## src/rtl/cbo_blk_check.sv

```systemverilog
module cbo_blk_check #(
  parameter int ADDR_W   = 32,
  parameter int BLK_LOG2 = 6
) (
  input  logic              clk,
  input  logic              rst_n,
  input  logic              start,
  input  logic [ADDR_W-1:0] base_addr,
  output logic              xlat_req,
  output logic [ADDR_W-1:0] xlat_vaddr,
  input  logic              xlat_rsp_valid,
  input  logic              xlat_ok,
  input  logic [ADDR_W-1:0] xlat_paddr,
  input  logic [4:0]        xlat_cause,
  output logic              perm_req,
  output logic              perm_write,
  output logic [ADDR_W-1:0] perm_paddr,
  input  logic              perm_rsp_valid,
  input  logic              perm_ok,
  input  logic [4:0]        perm_cause,
  output logic              done,
  output logic              res_ok,
  output logic [4:0]        res_cause,
  output logic              res_ierr,
  output logic [ADDR_W-1:0] fault_addr
);
  localparam logic [4:0] C_LD_ACC = 5'd5;
  localparam logic [4:0] C_ST_ACC = 5'd7;
  localparam logic [4:0] C_LD_PG  = 5'd13;
  localparam logic [4:0] C_ST_PG  = 5'd15;
  localparam logic [ADDR_W-1:0] LOW_MASK = ADDR_W'((64'd1 << BLK_LOG2) - 64'd1);

  typedef enum logic [2:0] {S_IDLE, S_XLAT, S_RD, S_WR, S_DONE} state_t;
  state_t state;

  logic [ADDR_W-1:0] base_q, paddr_q, aligned, offset;
  logic              rd_ok_q, busy;

  function automatic logic [5:0] to_store(input logic [4:0] c);
    case (c)
      C_LD_ACC, C_ST_ACC: to_store = {1'b0, C_ST_ACC};
      C_LD_PG,  C_ST_PG:  to_store = {1'b0, C_ST_PG};
      default:            to_store = {1'b1, c};
    endcase
  endfunction

  assign aligned    = base_q & ~LOW_MASK;
  assign offset     = aligned - base_q;
  assign fault_addr = aligned - offset;
  assign busy       = (state != S_IDLE);

  assign xlat_req   = (state == S_XLAT);
  assign xlat_vaddr = aligned;
  assign perm_req   = (state == S_RD) || (state == S_WR);
  assign perm_write = (state == S_WR);
  assign perm_paddr = paddr_q;
  assign done       = (state == S_DONE);

  always_ff @(posedge clk) begin
    if (!rst_n) begin
      state     <= S_IDLE;
      base_q    <= '0;
      paddr_q   <= '0;
      rd_ok_q   <= 1'b0;
      res_ok    <= 1'b0;
      res_cause <= '0;
      res_ierr  <= 1'b0;
    end else begin
      case (state)
        S_IDLE: if (start) begin
          base_q    <= base_addr;
          res_ok    <= 1'b0;
          res_cause <= '0;
          res_ierr  <= 1'b0;
          state     <= S_XLAT;
        end
        S_XLAT: if (xlat_rsp_valid) begin
          if (xlat_ok) begin
            paddr_q <= xlat_paddr;
            state   <= S_RD;
          end else begin
            {res_ierr, res_cause} <= to_store(xlat_cause);
            state <= S_DONE;
          end
        end
        S_RD: if (perm_rsp_valid) begin
          rd_ok_q <= perm_ok;
          state   <= S_WR;
        end
        S_WR: if (perm_rsp_valid) begin
          if (perm_ok || rd_ok_q) begin
            res_ok    <= 1'b1;
            res_cause <= '0;
            res_ierr  <= 1'b0;
          end else begin
            {res_ierr, res_cause} <= to_store(perm_cause);
          end
          state <= S_DONE;
        end
        default: state <= S_IDLE;
      endcase
    end
  end

  AST_DONE_PULSE: assert property (@(posedge clk) disable iff (!rst_n)
    done |=> !done);
  AST_REQ_EXCL: assert property (@(posedge clk) disable iff (!rst_n)
    !(xlat_req && perm_req));
  AST_XLAT_ALIGNED: assert property (@(posedge clk) disable iff (!rst_n)
    xlat_req |-> ((xlat_vaddr & LOW_MASK) == '0));
  AST_XLAT_HOLD: assert property (@(posedge clk) disable iff (!rst_n)
    (xlat_req && !xlat_rsp_valid) |=> (xlat_req && $stable(xlat_vaddr)));
  AST_STORE_CLASS: assert property (@(posedge clk) disable iff (!rst_n)
    (done && !res_ok && !res_ierr) |-> (res_cause == C_ST_ACC || res_cause == C_ST_PG));
  AST_OK_CLEAN: assert property (@(posedge clk) disable iff (!rst_n)
    (done && res_ok) |-> (res_cause == '0 && !res_ierr));
  AST_START_IGNORED: assert property (@(posedge clk) disable iff (!rst_n)
    (busy && start) |=> $stable(fault_addr));
endmodule

```

## config.mk

```make
export PLATFORM = sky130hd
export DESIGN_NAME = cbo_blk_check
export DESIGN_NICKNAME = d
export VERILOG_FILES = /design/src/rtl/cbo_blk_check.sv
export SDC_FILE = /design/constraint.sdc
export NUM_CORES = 1
export LEC_CHECK = 0
export ABC_AREA = 1
export BUFFER_PORTS_ARGS = -buffer_cell sky130_fd_sc_hd__buf_2
export CORE_MARGIN = 3
export CORE_UTILIZATION = 50
export CTS_CLUSTER_DIAMETER = 100
export DETAILED_ROUTE_END_ITERATION = 8
export PLACE_DENSITY_LB_ADDON = 0.25
export SLEW_MARGIN = 25
export SYNTH_ARGS = -nofsm -noshare
export SYNTH_HDL_FRONTEND = slang
export SYNTH_SLANG_ARGS = --single-unit
```

## constraint.sdc

```tcl
create_clock -name clk -period 3.83 [get_ports clk]
set_input_delay 0.383 -clock clk [delete_from_list [all_inputs] [get_ports clk]]
set_output_delay 0.383 -clock clk [all_outputs]
set_load 0.01 [all_outputs]
```

### After elaboration in Yosys (flattened, before gate mapping)

Cells that the tools add are included.
W data, S select, Z words.

* muxes and demuxes: 23
* equality and inequality tests: 18
* reductions and logical operators: 15
* $add $sub $neg: 2

Operator list (number)
* $sub A32 B32 Y32: 2
* $mux W5: 5
* $pmux W6 S2: 2
* $eq A5 B3 Y1 const B: 4
* $eq A5 B4 Y1 const B: 4
* $mux W3: 5
* $pmux W5 S3: 1
* $pmux W3 S4: 1
* $reduce_and A4 Y1: 2
* $reduce_or A2 Y1: 4
* $mux W1: 7
* $eq A3 B2 Y1 const B: 2
* $ne A2 B1 Y1 const B: 3
* $ne A2 B2 Y1 const B: 3
* $reduce_and A5 Y1: 1
* $reduce_and A2 Y1: 2
* $eq A3 B1 Y1 const B: 1
* $eq A3 B3 Y1 const B: 1
* $logic_not A3 Y1: 1
* $pmux W1 S3: 1
* $reduce_and A3 Y1: 1
* $reduce_bool A3 Y1: 1
* $logic_or A1 B1 Y1: 2
* $pmux W1 S2: 1
* $reduce_bool A2 Y1: 1

* flip-flop bits (word level): 75
* word-level logic and storage cells: 65
* output and inout bits: 107

### Logic depth before layout (Yosys ltp)

* depth in word-level cells: 6
* mapped depth: 12

### Least setup slack after synthesis

OpenSTA, ideal clock, no wires.

* path type: register -> output
* from: register base_q[6]
* to: output port fault_addr[19]
* stages on the path, launching flop included: 11
* path slack: 1.867 ns
* arrival: 1.580 ns
* path through: dfxtp_1 > inv_1 > ha_1 > inv_1 > nand2_1 > nor2_1 > nand2_1 > nand3_1 > nand3_1 > nand2_1 > xor2_1

* word-level cells in the longest chain between the ends: 2

Ends and longest elaborated chain
* start, declared: RTL line 36 `logic [ADDR_W-1:0] base_q, paddr_q, aligned, offset;`
* start signal, assigned: RTL line 71 `base_q <= base_addr;`
* $sub A32 B32 Y32: RTL line 48 `assign offset = aligned - base_q;`
* $sub A32 B32 Y32 *: RTL line 49 `assign fault_addr = aligned - offset;`
* end, declared: RTL line 25 `output logic [ADDR_W-1:0] fault_addr`

Mark *: on every way between the ends. The rest lies on a longest branch, timed or not.

### Worst setup path in the final report

* from: register base_q[6]
* to: output port fault_addr[23]

The elaborated chain is that of the path after synthesis.

==> flow_metrics.env <==
export IMPL_drt_initial_drc_count=252
export IMPL_rr_endpoint="base_q[14]"
export IMPL_leakagePower_nw=3.28
export IMPL_cts_tree="done"
export IMPL_pwr_share_seq=0.234
export IMPL_period_share=0.691
export IMPL_grt_pass1_vias=4981
export IMPL_hold_path_class="primary input to register"
export IMPL_r2r_start="state[0]"
export IMPL_hold_violations=0
export IMPL_ctsHoldBuffers=0
export IMPL_slew_headroom=0.394
export IMPL_avgSynthCellArea_um2=6.49
export IMPL_r2r_setup_slack_ps=1730
export IMPL_drive_gt1_frac=0.246
export IMPL_track_usage=0.236
export IMPL_cts_buffers=9
export IMPL_powerDensity_nw_per_um2=689
export IMPL_whs_ps=293
export IMPL_cts_root_buf="clkbuf_8"
export IMPL_ys_seq_elements=75
export IMPL_syn_cell_area_um2=5200
export IMPL_start_util=0.522
export IMPL_internal_power_mw=2.19
export IMPL_dp_cells=1059
export IMPL_grt_overflow_total=0
export IMPL_swShare=0.477
export IMPL_die_y_um=108
export IMPL_ir_drop_uv=337
export IMPL_reg2regPathDepth=4
export IMPL_antenna_found_initial=3
export IMPL_io_buffers=181
export IMPL_htree_levels=3
export IMPL_drt_pass1_iterations=4
export IMPL_max_freq_mhz=378
export IMPL_drt_total_wl_um=13400
export IMPL_synthCells=802
export IMPL_cp_end_kind="output pin"
export IMPL_yosys_warnings=0
export IMPL_worstPathRequired_ps=3450
export IMPL_drc=0
export IMPL_net_switching_power_mw=1.99
export IMPL_rsz0062_at_grt="no"
export IMPL_post_cts_buffers=0
export IMPL_core_area_um2=9950
export IMPL_status="finished clean"
export IMPL_crit_top_cell="nand2_1"
export IMPL_p_clk_frac=0.156
export IMPL_clock_latency_ps=350
export IMPL_fin_nets=1043
export IMPL_gp_congestion=0.932
export IMPL_min_period_ps=2650
export IMPL_dpl_cell_area_um2=5860
export IMPL_crit_end="fault_addr[23]"
export IMPL_critPathLaunch="base_q[6]"
export IMPL_fin_area_um2=6070
export IMPL_path_class="register to output pin"
export IMPL_ys_types=38
export IMPL_clkTransAtPathRegs_ps=80
export IMPL_ant_nets=0
export IMPL_crit_chain="inv_1 > ha_1 > inv_1 > nand2_1 > nor2_1 > nand3_1 > nand3_1 > nand3_1 > nand2_1 > nand2_1 > nand2_1 > buf_2"
export IMPL_clockBufferDepth=2
export IMPL_cts_sinks=75
export IMPL_critPathMaxFanout=7
export IMPL_mostFrequentLayoutCell="nand2_1"
export IMPL_drv_slew=0
export IMPL_synth_yosys_seq_area_share=0.289
export IMPL_hpwl_um=10600
export IMPL_grt_pass1_wl_um=22400
export IMPL_layout_common_cells="nand2_1 (220), buf_2 (181), inv_1 (118)"
export IMPL_die_w_um=108
export IMPL_cap_violations=0
export IMPL_die_area_um2=11700
export IMPL_setup_viol=0
export IMPL_num_rows=36
export IMPL_cp_start_kind="register"
export IMPL_layout_cells_non_filler=1076
export IMPL_cpPeakStageDelay_ps=450
export IMPL_via_per_inst=4.90
export IMPL_cts_resized=0
export IMPL_combPwrFrac=0.610
export IMPL_via_count=5275
export IMPL_area_delta_synth_final_pct=16.7
export IMPL_avgRoutedWirePerCell_um=12.4
export IMPL_crit_arrival_ps=2260
export IMPL_tightest_slew_ps=907
export IMPL_cp_slowest_cell="dfxtp_1"
export IMPL_grt_max_degree=58
export IMPL_finClkSkew_ps=9.85
export IMPL_setup_tns_ps=0
export IMPL_io_pins=188
[per-layer routing]
metal,up-vias,share of wire,track usage
li1,2764,-,-
met1,2343,0.42,0.280
met2,145,0.49,0.410
met3,19,0.068,0.0728
met4,4,0.018,0.0658
met5,-,0.0020,0
[power groups by stage]
stage / clock (mW) / sequential, mW / combinational [mW]
6_report: 0.651 / 0.979 / 2.55
5_1_grt: 0.697 / 0.996 / 2.92
4_1_cts: 0.662 / 0.979 / 2.56
3_5_place_dp: 0 / 0.995 / 2.55
3_3_place_gp: 0 / 0.993 / 2.53
2_1_floorplan: 0 / 0.997 / 1.91
[worst max-delay path, delay by kind of cell (launching register included)]
| family | cells | cell delay (ps) |
|---|---|---|
| buf+inv | 3 | 340 |
| flops | 1 | 450 |
| fa+ha+maj | 1 | 350 |
| simple gates | 8 | 790 |
[flip-flops by register name, indices dropped and copies added, names as in the netlist]
| register | cells |
|---|---|
| rd_ok_q | 1 |
| res_ok | 1 |
| base_q | 32 |
| perm_paddr | 32 |
| state | 3 |
| res_ierr | 1 |
| res_cause | 5 |
[stage by stage]
| stage | setup WS (ps) | total power [mW] | utilization |
|---|---|---|---|
| after global routing | 914 | 4.61 | 0.610 |
| after CTS | 1180 | 4.20 | 0.609 |
| after floorplan | 1870 | 2.91 | - |
| final | 1180 | 4.18 | 0.610 |
| after detailed placement | 1580 | 3.55 | 0.588 |
| after global placement | 1600 | 3.53 | 0.588 |
[cell usage after synthesis (all sizes together)]
library cell	count	area, µm²
a21oi	83	419
o21bai	3	22.5
clkbuf	13	48.8
o31ai	1	7.51
o21a	1	7.51
conb	1	3.75
buf	52	414
nand4	10	62.6
ha	25	313
a21o	1	7.51
o21ai	41	209
a22oi	3	22.5
a31oi	1	6.26
nand2	228	891
nor2	49	244
nand3b	6	45.0
and2	1	6.26
nor4	2	12.5
xnor2	1	8.76
dfxtp	75	1500
nand3	63	325
xor2	12	105
inv	124	468
nor3	6	50.1
[logic make-up after synthesis]
| kind of cell | Yosys count | synth area share |
|---|---|---|
| compound gates | 134 | 0.135 |
| xor+xnor | 13 | 0.0219 |
| fa+ha+maj | 25 | 0.0601 |
| buf+inv | 189 | 0.179 |
| flops | 75 | 0.289 |
| other cells | 1 | 0.000721 |
| simple gates | 365 | 0.315 |
[final cells by class]
cell class	count	area [µm²]
Clock inverter	5	77.6
Sequential cell	75	1500
Multi-Input combinational cell	543	2790
Antenna cell	1	2.50
Clock buffer	11	131
Tap cell	133	166
Timing Repair Buffer	184	928
Fill cell	1044	3890
Inverter	124	468
[worst min path at each step]
stage,slack [ps],cells after the start,startpoint,to
global route,290,3,xlat_paddr[29],perm_paddr[29]
floorplan,420,2,base_q[3],base_q[3]
finish,290,3,xlat_paddr[18],perm_paddr[18]
CTS,280,3,xlat_paddr[12],perm_paddr[12]
detailed placement,430,2,base_q[5],base_q[5]
global placement,430,2,base_q[4],base_q[4]
Power figures use the tool's default switching activity.
